`src/rtl/pulse_voice_pkg.sv`:
```
package pulse_voice_pkg;

    localparam int DUTY_STEPS = 8;
    localparam int STEP_W     = $clog2(DUTY_STEPS);

    typedef enum logic [0:0] {
        CH_SILENT   = 1'b0,
        CH_SOUNDING = 1'b1
    } ch_state_e;

    localparam logic [2:0] REG_SWEEP    = 3'd0;
    localparam logic [2:0] REG_DUTY_LEN = 3'd1;
    localparam logic [2:0] REG_ENV      = 3'd2;
    localparam logic [2:0] REG_FLO      = 3'd3;
    localparam logic [2:0] REG_FHI      = 3'd4;

    // High part of the 8-step pulse for each duty code.
    function automatic logic duty_high(input logic [1:0] duty, input logic [STEP_W-1:0] step);
        logic hi;
        unique case (duty)
            2'b00:   hi = (step == 3'd7);
            2'b01:   hi = (step >= 3'd6);
            2'b10:   hi = (step >= 3'd4);
            default: hi = (step >= 3'd2);
        endcase
        return hi;
    endfunction

endpackage

```
`src/rtl/pv_pulse_seq.sv`:
```
module pv_pulse_seq
    import pulse_voice_pkg::*;
#(
    parameter int FREQ_W       = 11,
    parameter int CLK_PER_STEP = 4
) (
    input  logic              clk,
    input  logic              rst_n,
    input  logic              run,
    input  logic              trig,
    input  logic [FREQ_W-1:0] x_trig,
    input  logic [FREQ_W-1:0] x_cur,
    input  logic [1:0]        duty,
    output logic              wave_high
);
    localparam int PER_W = FREQ_W + $clog2(CLK_PER_STEP) + 1;
    localparam int FULL  = 1 << FREQ_W;

    logic [PER_W-1:0]  cnt_q;
    logic [STEP_W-1:0] step_q;

    function automatic logic [PER_W-1:0] period_of(input logic [FREQ_W-1:0] x);
        logic [PER_W-1:0] span;
        span = PER_W'(FULL) - PER_W'(x);
        return span * PER_W'(CLK_PER_STEP);
    endfunction

    always_ff @(posedge clk) begin
        if (!rst_n) begin
            cnt_q  <= period_of('0);
            step_q <= '0;
        end else if (trig) begin
            cnt_q  <= period_of(x_trig);
            step_q <= '0;
        end else if (run) begin
            if (cnt_q <= PER_W'(1)) begin
                cnt_q  <= period_of(x_cur);
                step_q <= step_q + 1'b1;
            end else begin
                cnt_q <= cnt_q - 1'b1;
            end
        end
    end

    always_comb wave_high = duty_high(duty, step_q);

    // the step only moves when the period counter expires
    p_step_hold_r4: assert property (@(posedge clk) disable iff (!rst_n)
        (!trig && !(run && cnt_q <= PER_W'(1))) |=> $stable(step_q));
    // a trigger restarts the sequence at step 0
    p_step_reset_r5: assert property (@(posedge clk) disable iff (!rst_n)
        trig |=> (step_q == '0));

endmodule

```
`src/rtl/pv_envelope.sv`:
```
module pv_envelope #(
    parameter int VOL_W = 4,
    parameter int ENV_N_W = 3
) (
    input  logic               clk,
    input  logic               rst_n,
    input  logic               trig,
    input  logic               tick,
    input  logic [VOL_W-1:0]   init_vol,
    input  logic               dir_up,
    input  logic [ENV_N_W-1:0] step_n,
    output logic [VOL_W-1:0]   vol
);
    localparam logic [VOL_W-1:0] VOL_MAX = '1;

    logic [ENV_N_W-1:0] timer_q;
    logic [VOL_W-1:0]   vol_q;

    always_ff @(posedge clk) begin
        if (!rst_n) begin
            timer_q <= '0;
            vol_q   <= '0;
        end else if (trig) begin
            timer_q <= step_n;
            vol_q   <= init_vol;
        end else if (tick && step_n != '0) begin
            if (timer_q <= ENV_N_W'(1)) begin
                timer_q <= step_n;
                if (dir_up && vol_q != VOL_MAX)
                    vol_q <= vol_q + 1'b1;
                else if (!dir_up && vol_q != '0)
                    vol_q <= vol_q - 1'b1;
            end else begin
                timer_q <= timer_q - 1'b1;
            end
        end
    end

    always_comb vol = vol_q;

    // saturation at the top
    p_env_top_r9: assert property (@(posedge clk) disable iff (!rst_n)
        (!trig && tick && dir_up && vol_q == VOL_MAX) |=> (vol_q == VOL_MAX));
    // saturation at the bottom
    p_env_floor_r9: assert property (@(posedge clk) disable iff (!rst_n)
        (!trig && tick && !dir_up && vol_q == '0) |=> (vol_q == '0));
    // a zero step count freezes the volume
    p_env_frozen_r9: assert property (@(posedge clk) disable iff (!rst_n)
        (!trig && step_n == '0) |=> $stable(vol_q));

endmodule

```
`src/rtl/pv_sweep.sv`:
```
module pv_sweep #(
    parameter int FREQ_W = 11,
    parameter int SW_W   = 3
) (
    input  logic              clk,
    input  logic              rst_n,
    input  logic              trig,
    input  logic              tick,
    input  logic [FREQ_W-1:0] x_trig,
    input  logic [SW_W-1:0]   sw_time,
    input  logic              sw_sub,
    input  logic [SW_W-1:0]   sw_shift,
    output logic              upd,
    output logic              ovf,
    output logic [FREQ_W-1:0] x_new
);
    logic [FREQ_W-1:0] shadow_q;
    logic [SW_W-1:0]   timer_q;
    logic [FREQ_W-1:0] delta;
    logic [FREQ_W:0]   sum;
    logic              fire;

    always_comb begin
        delta = shadow_q >> sw_shift;
        sum   = {1'b0, shadow_q} + {1'b0, delta};
        fire  = tick && !trig && (sw_time != '0) && (timer_q <= SW_W'(1));
        ovf   = fire && !sw_sub && sum[FREQ_W];
        upd   = fire && !ovf;
        x_new = sw_sub ? (shadow_q - delta) : sum[FREQ_W-1:0];
    end

    always_ff @(posedge clk) begin
        if (!rst_n) begin
            shadow_q <= '0;
            timer_q  <= '0;
        end else if (trig) begin
            shadow_q <= x_trig;
            timer_q  <= sw_time;
        end else if (tick && sw_time != '0) begin
            if (fire) begin
                timer_q <= sw_time;
                if (upd) shadow_q <= x_new;
            end else begin
                timer_q <= timer_q - 1'b1;
            end
        end
    end

    // with the sweep time at zero the frequency shadow is left alone
    p_sweep_off_r10: assert property (@(posedge clk) disable iff (!rst_n)
        (!trig && sw_time == '0) |=> $stable(shadow_q));
    // an overflowing step never lands in the shadow
    p_sweep_ovf_hold_r11: assert property (@(posedge clk) disable iff (!rst_n)
        ovf |=> $stable(shadow_q));

endmodule

```
`src/rtl/pulse_voice.sv`:
```
module pulse_voice
    import pulse_voice_pkg::*;
#(
    parameter int FREQ_W       = 11,
    parameter int VOL_W        = 4,
    parameter int LEN_W        = 6,
    parameter int CLK_PER_STEP = 4
) (
    input  logic             clk,
    input  logic             rst_n,
    input  logic             reg_wr,
    input  logic [2:0]       reg_sel,
    input  logic [7:0]       reg_wdata,
    input  logic [2:0]       reg_rsel,
    output logic [7:0]       reg_rdata,
    input  logic             tick_len,
    input  logic             tick_sweep,
    input  logic             tick_env,
    output logic [VOL_W-1:0] amp,
    output logic             active
);
    localparam int HI_W     = FREQ_W - 8;
    localparam int LCNT_W   = LEN_W + 1;
    localparam int LEN_FULL = 1 << LEN_W;
    localparam int SW_W     = 3;

    ch_state_e state_q, state_d;

    logic [SW_W-1:0]  sw_time_q, sw_shift_q;
    logic             sw_sub_q;
    logic [1:0]       duty_q;
    logic [LEN_W-1:0] t1_q;
    logic [7:0]       env_q;
    logic [7:0]       flo_q;
    logic [HI_W-1:0]  fhi_q;
    logic             len_en_q;
    logic [LCNT_W-1:0] len_cnt_q;

    logic              trig, sounding, len_expire;
    logic [FREQ_W-1:0] freq_q, x_trig, sw_x_new;
    logic              sw_upd, sw_ovf, wave_high;
    logic [VOL_W-1:0]  vol;

    always_comb begin
        trig       = reg_wr && (reg_sel == REG_FHI) && reg_wdata[7];
        sounding   = (state_q == CH_SOUNDING);
        freq_q     = {fhi_q, flo_q};
        x_trig     = {reg_wdata[HI_W-1:0], flo_q};
        len_expire = sounding && len_en_q && tick_len && (len_cnt_q == LCNT_W'(1));
    end

    // Register file; a software write wins over a sweep update in the same cycle.
    always_ff @(posedge clk) begin
        if (!rst_n) begin
            sw_time_q  <= '0;
            sw_sub_q   <= 1'b0;
            sw_shift_q <= '0;
            duty_q     <= 2'b10;
            t1_q       <= '0;
            env_q      <= '0;
            flo_q      <= '0;
            fhi_q      <= '0;
            len_en_q   <= 1'b0;
        end else begin
            if (sw_upd) {fhi_q, flo_q} <= sw_x_new;
            if (reg_wr) begin
                case (reg_sel)
                    REG_SWEEP: begin
                        sw_time_q  <= reg_wdata[6:4];
                        sw_sub_q   <= reg_wdata[3];
                        sw_shift_q <= reg_wdata[2:0];
                    end
                    REG_DUTY_LEN: begin
                        duty_q <= reg_wdata[7:6];
                        t1_q   <= reg_wdata[LEN_W-1:0];
                    end
                    REG_ENV: env_q <= reg_wdata;
                    REG_FLO: flo_q <= reg_wdata;
                    REG_FHI: begin
                        fhi_q    <= reg_wdata[HI_W-1:0];
                        len_en_q <= reg_wdata[6];
                    end
                    default: ;
                endcase
            end
        end
    end

    always_comb begin
        case (reg_rsel)
            REG_SWEEP:    reg_rdata = {1'b1, sw_time_q, sw_sub_q, sw_shift_q};
            REG_DUTY_LEN: reg_rdata = {duty_q, 6'h3F};
            REG_ENV:      reg_rdata = env_q;
            REG_FLO:      reg_rdata = 8'hFF;
            REG_FHI:      reg_rdata = {1'b1, len_en_q, 6'h3F};
            default:      reg_rdata = 8'hFF;
        endcase
    end

    // Length counter
    always_ff @(posedge clk) begin
        if (!rst_n)
            len_cnt_q <= '0;
        else if (trig)
            len_cnt_q <= LCNT_W'(LEN_FULL) - LCNT_W'(t1_q);
        else if (sounding && tick_len && len_en_q && len_cnt_q != '0)
            len_cnt_q <= len_cnt_q - 1'b1;
    end

    // Channel state machine: state register
    always_ff @(posedge clk) begin
        if (!rst_n) state_q <= CH_SILENT;
        else        state_q <= state_d;
    end

    // Channel state machine: transitions TRIGGER, LEN_EXPIRE, SWEEP_OVERFLOW
    always_comb begin
        state_d = state_q;
        unique case (state_q)
            CH_SILENT:   if (trig) state_d = CH_SOUNDING;
            CH_SOUNDING: begin
                if (trig)                         state_d = CH_SOUNDING;
                else if (sw_ovf || len_expire)    state_d = CH_SILENT;
            end
            default:     state_d = CH_SILENT;
        endcase
    end

    // Channel state machine: outputs
    always_comb begin
        active = (state_q == CH_SOUNDING);
        amp    = (active && wave_high) ? vol : '0;
    end

    pv_pulse_seq #(.FREQ_W(FREQ_W), .CLK_PER_STEP(CLK_PER_STEP)) u_seq (
        .clk(clk), .rst_n(rst_n), .run(sounding), .trig(trig),
        .x_trig(x_trig), .x_cur(freq_q), .duty(duty_q), .wave_high(wave_high)
    );

    pv_envelope #(.VOL_W(VOL_W), .ENV_N_W(3)) u_env (
        .clk(clk), .rst_n(rst_n), .trig(trig), .tick(tick_env && sounding),
        .init_vol(env_q[7:8-VOL_W]), .dir_up(env_q[3]), .step_n(env_q[2:0]), .vol(vol)
    );

    pv_sweep #(.FREQ_W(FREQ_W), .SW_W(SW_W)) u_sweep (
        .clk(clk), .rst_n(rst_n), .trig(trig), .tick(tick_sweep && sounding),
        .x_trig(x_trig), .sw_time(sw_time_q), .sw_sub(sw_sub_q), .sw_shift(sw_shift_q),
        .upd(sw_upd), .ovf(sw_ovf), .x_new(sw_x_new)
    );

    // the last length tick silences the voice
    p_len_expire_r6: assert property (@(posedge clk) disable iff (!rst_n)
        (len_expire && !trig) |=> (state_q == CH_SILENT));
    // without the length limit, only a sweep overflow ends the tone
    p_cont_r7: assert property (@(posedge clk) disable iff (!rst_n)
        (sounding && !len_en_q && !sw_ovf) |=> (state_q == CH_SOUNDING));
    // a sweep overflow silences the voice
    p_ovf_off_r11: assert property (@(posedge clk) disable iff (!rst_n)
        (sw_ovf && !trig) |=> !active);

endmodule

```
`config.mk`:
```
export PLATFORM = sky130hd
export DESIGN_NAME = pulse_voice
export DESIGN_NICKNAME = d
export VERILOG_FILES = /design/src/rtl/pulse_voice_pkg.sv /design/src/rtl/pv_pulse_seq.sv /design/src/rtl/pv_envelope.sv /design/src/rtl/pv_sweep.sv /design/src/rtl/pulse_voice.sv
export SDC_FILE = /design/constraint.sdc
export NUM_CORES = 1
export LEC_CHECK = 0
export BUFFER_PORTS_ARGS = -buffer_cell sky130_fd_sc_hd__buf_4
export CAP_MARGIN = 40
export CORE_ASPECT_RATIO = 0.75
export CORE_MARGIN = 4
export CORE_UTILIZATION = 40
export DETAILED_ROUTE_END_ITERATION = 7
export GPL_TIMING_DRIVEN = 0
export PLACE_DENSITY = 0.53
export SLEW_MARGIN = 20
export SYNTH_ARGS = -nofsm -noshare
export SYNTH_HDL_FRONTEND = slang
export SYNTH_SLANG_ARGS = --single-unit
```
`constraint.sdc`:
```
create_clock -name clk -period 7.6 [get_ports clk]
set_input_delay 0.76 -clock clk [delete_from_list [all_inputs] [get_ports clk]]
set_output_delay 0.76 -clock clk [all_outputs]
set_load 0.01 [all_outputs]
```
==> flow_metrics.py <==
metrics = {
    "placement": {
        "place_area_mm2": 0.00645,
        "port_buffers": 30,
        "dp_slack_ps": 3280,
        "hpwl_um": 15100,
        "place.gp.congestion": 0.903,
    },
    "final_layout": {
        "drive_gt1_share_pct": 9.96,
        "regArea_mm2": 0.00162,
        "multiInputGateArea_mm2": 0.00406,
        "syn_to_final_growth_pct": 13.5,
        "mostFrequentLayoutCell": "nand2_1",
        "final_cell_mix": "nand2_1, dfxtp_1, nor2_1",
        "final_util_pct": 46.6,
        "fillers": 1491,
        "postLayoutCellArea_mm2": 0.00678,
        "antenna_cells": 0,
        "nNetsFinal": 881,
    },
    "timing": {
        "slew_violations": 0,
        "min_period_over_period_pct": 57.5,
        "worst_slack_ps": 3230,
        "period_minus_slack_ps": 4370,
        "tns_ps": 0,
        "rsz0062_at_grt": "no",
        "hold_viol": 0,
        "clock.fmax_mhz": 229,
        "skew_ps": 6.02,
        "relSlewSlack_pct": 39.3,
        "finalSetupViolations": 0,
        "tightest_slew_ps": 900,
    },
    "synthesis": {
        "synth.net_count": 839,
        "synth_cells": 778,
        "synth.distinct_cells": 72,
        "synth_area_leaders": "dfxtp_1, ha_1, nand2_1",
        "synth_area_mm2": 0.00598,
        "synth_top_area_cell": "dfxtp_1",
        "ys.flop_type": "dfxtp_1",
        "async_reset_ff_share_pct": 0,
        "yosys_register_bits": 81,
        "ys_seq_area_share_pct": 27.1,
        "yosys_warnings": 0,
        "synth_area_per_cell_um2": 7.69,
        "yosys.area.top_type_share_pct": 27.1,
        "synth_edf_count": 0,
    },
    "global_route": {
        "antenna_found_initial": 0,
        "grt_pass1_wl_um": 31300,
        "grt_max_degree": 13,
        "grt_pass1_vias": 5656,
        "grtUsageTotal_pct": 23.4,
        "grt.overflow.total": 0,
    },
    "setup_path": {
        "path_buf_inv": 3,
        "crit_family": "compound AO/OA/AOI/OAI gates",
        "crit_chain": "buf_1 -> mux2i_1 -> nand2_1 -> o21ai_0 -> nand2_1 -> o21ai_0 -> ha_1 -> buf_4 -> nor3b_1 -> o311ai_1 -> nand4_1 -> a221oi_2 -> buf_2 -> o21ai_0 -> o221ai_1",
        "critPathArrivalTime_ps": 4630,
        "crit_slowest_cell": "a221oi_2",
        "crit_path_max_fanout": 10,
        "critPathMostFrequentCell": "o21ai_0",
        "max_stage_delay_ps": 590,
        "worstPathRequired_ps": 7860,
        "path_class": "register to register",
        "critPathLaunchType": "register",
        "cp-end-kind": "register",
    },
    "cts": {
        "cts.sinks": 81,
        "htree_levels": 3,
        "tritoncts": "yes",
        "root_buffer": "clkbuf_16",
        "cts-resized-gates": 0,
        "numCtsBuffers": 9,
        "holdBufCountCts": 0,
        "clk_latency_ps": 340,
        "clk_pin_slew_ps": 60,
        "post_cts_buffers": 0,
        "clk_path_buf_depth": 2,
    },
    "floorplan": {
        "ioPinCount": 33,
        "fp.dieH_um": 114,
        "initial_utilization_pct": 41.1,
        "die_area_mm2": 0.0170,
        "core_mm2": 0.0145,
        "die_w_um": 149,
        "core.rowCount": 38,
    },
    "detailed_routing": {
        "wl_per_cell_um": 19.4,
        "drt_iter0_markers": 594,
        "vias": 6072,
        "drc": 0,
        "routed_wl_um": 19800,
        "dr.pass1.iters": 5,
        "ant_nets": 0,
        "viasPerCell": 5.94,
    },
    "run_status": {
        "status": "complete, no violations",
    },
    "run": {
        "cap_viol_max_count": 0,
    },
    "power_and_ir_drop": {
        "p_leak_nw": 2.64,
        "power.switching_mw": 0.278,
        "power_frac_clock_pct": 44.0,
        "seqPwrFrac_pct": 41.8,
        "power_density_mw_per_mm2": 158,
        "switching_share_pct": 26.0,
        "power.total_mw": 1.07,
        "ir_worst_vdd_uv": 111,
        "power.internal_mw": 0.794,
        "pwr-share-comb_pct": 14.1,
    },
    "worst_hold_path": {
        "hp-class": "register to register",
    },
}
-- tightest hold or removal path: cells and delay by family (launching register included) --
kind / cells / cell delay, ps
DFF: 1 / 320
AOI/OAI and AO/OA: 1 / 50
and+or+nand+nor: 1 / 60
-- final cells by class --
type | count | share of cell area (%)
inverter | 36 | 1.99
multi-input combinational | 619 | 59.8
timing repair buffer | 31 | 3.49
clock buffer | 11 | 3.73
buffer | 42 | 2.47
sequential | 81 | 23.9
clock inverter | 3 | 0.959
tap | 200 | 3.69
-- state kept, by name, indices dropped and copies added, names as in the netlist, 4 cells and up --
| register | flops |
|---|---|
| env_q | 8 |
| u_env.vol | 4 |
| u_seq.cnt_q | 14 |
| t1_q | 6 |
| len_cnt_q | 7 |
| flo_q | 8 |
| u_sweep.shadow_q | 11 |
-- worst paths after layout --
kind | slack (ps) | cells past startpoint | from | endpoint
setup / recovery | 3230 | 15 | sw_shift_q[0] | u_sweep.shadow_q[5]
hold / removal | 470 | 2 | u_sweep.timer_q[1] | u_sweep.timer_q[1]
setup reg to reg | 3230 | 15 | sw_shift_q[0] | u_sweep.shadow_q[5]
hold reg to reg | 470 | 2 | u_sweep.timer_q[1] | u_sweep.timer_q[1]
-- metal layers --
layer | part of all wire (%) | track usage [%] | up-vias | routed length, um
li1 | - | - | 2901 | -
met1 | 50 | 35.6 | 2899 | 9970
met2 | 40 | 33.7 | 237 | 8010
met3 | 7.4 | 5.04 | 35 | 1460
met4 | 1.9 | 5.00 | 0 | 371
met5 | 0 | 0 | - | 0
-- metrics by stage --
step	instances	hold WS [ps]
after global placement	1008	459
after floorplan	778	445
after global routing	1023	514
after CTS	1022	472
after detailed placement	1008	462
final	1023	470
-- cells in the mapped netlist, drive strengths merged (14+ instances only) --
| library cell | instances |
|---|---|
| nand2 | 96 |
| dfxtp | 81 |
| nor2 | 65 |
| a21oi | 60 |
| o21ai | 45 |
| ha | 38 |
| clkbuf | 34 |
| inv | 34 |
| nor3 | 32 |
| xnor2 | 23 |
| mux2i | 22 |
| nand3 | 21 |
| a31oi | 14 |
-- cell families (layout without fill, tap and decap cells) --
kind of cell	Yosys count	count (layout)	share of synthesized area (%)
multiplexers	33	33	5.94
XOR/XNOR	33	33	4.83
buffers and inverters	78	123	5.06
AND/OR/NAND/NOR	293	293	24.0
flip-flops	81	81	27.1
adder cells (fa/ha/maj)	41	41	8.96
AO/OA/AOI/OAI	219	219	24.1
-- power by group through the flow --
stage	Sequential [mW]	Combinational (mW)	Clock [mW]
detailed placement	0.457	0.149	0
finish	0.448	0.152	0.472
global route	0.449	0.167	0.500
floorplan	0.453	0.101	0
CTS	0.448	0.149	0.481
global placement	0.457	0.147	0
Power figures use the tool's default switching activity.
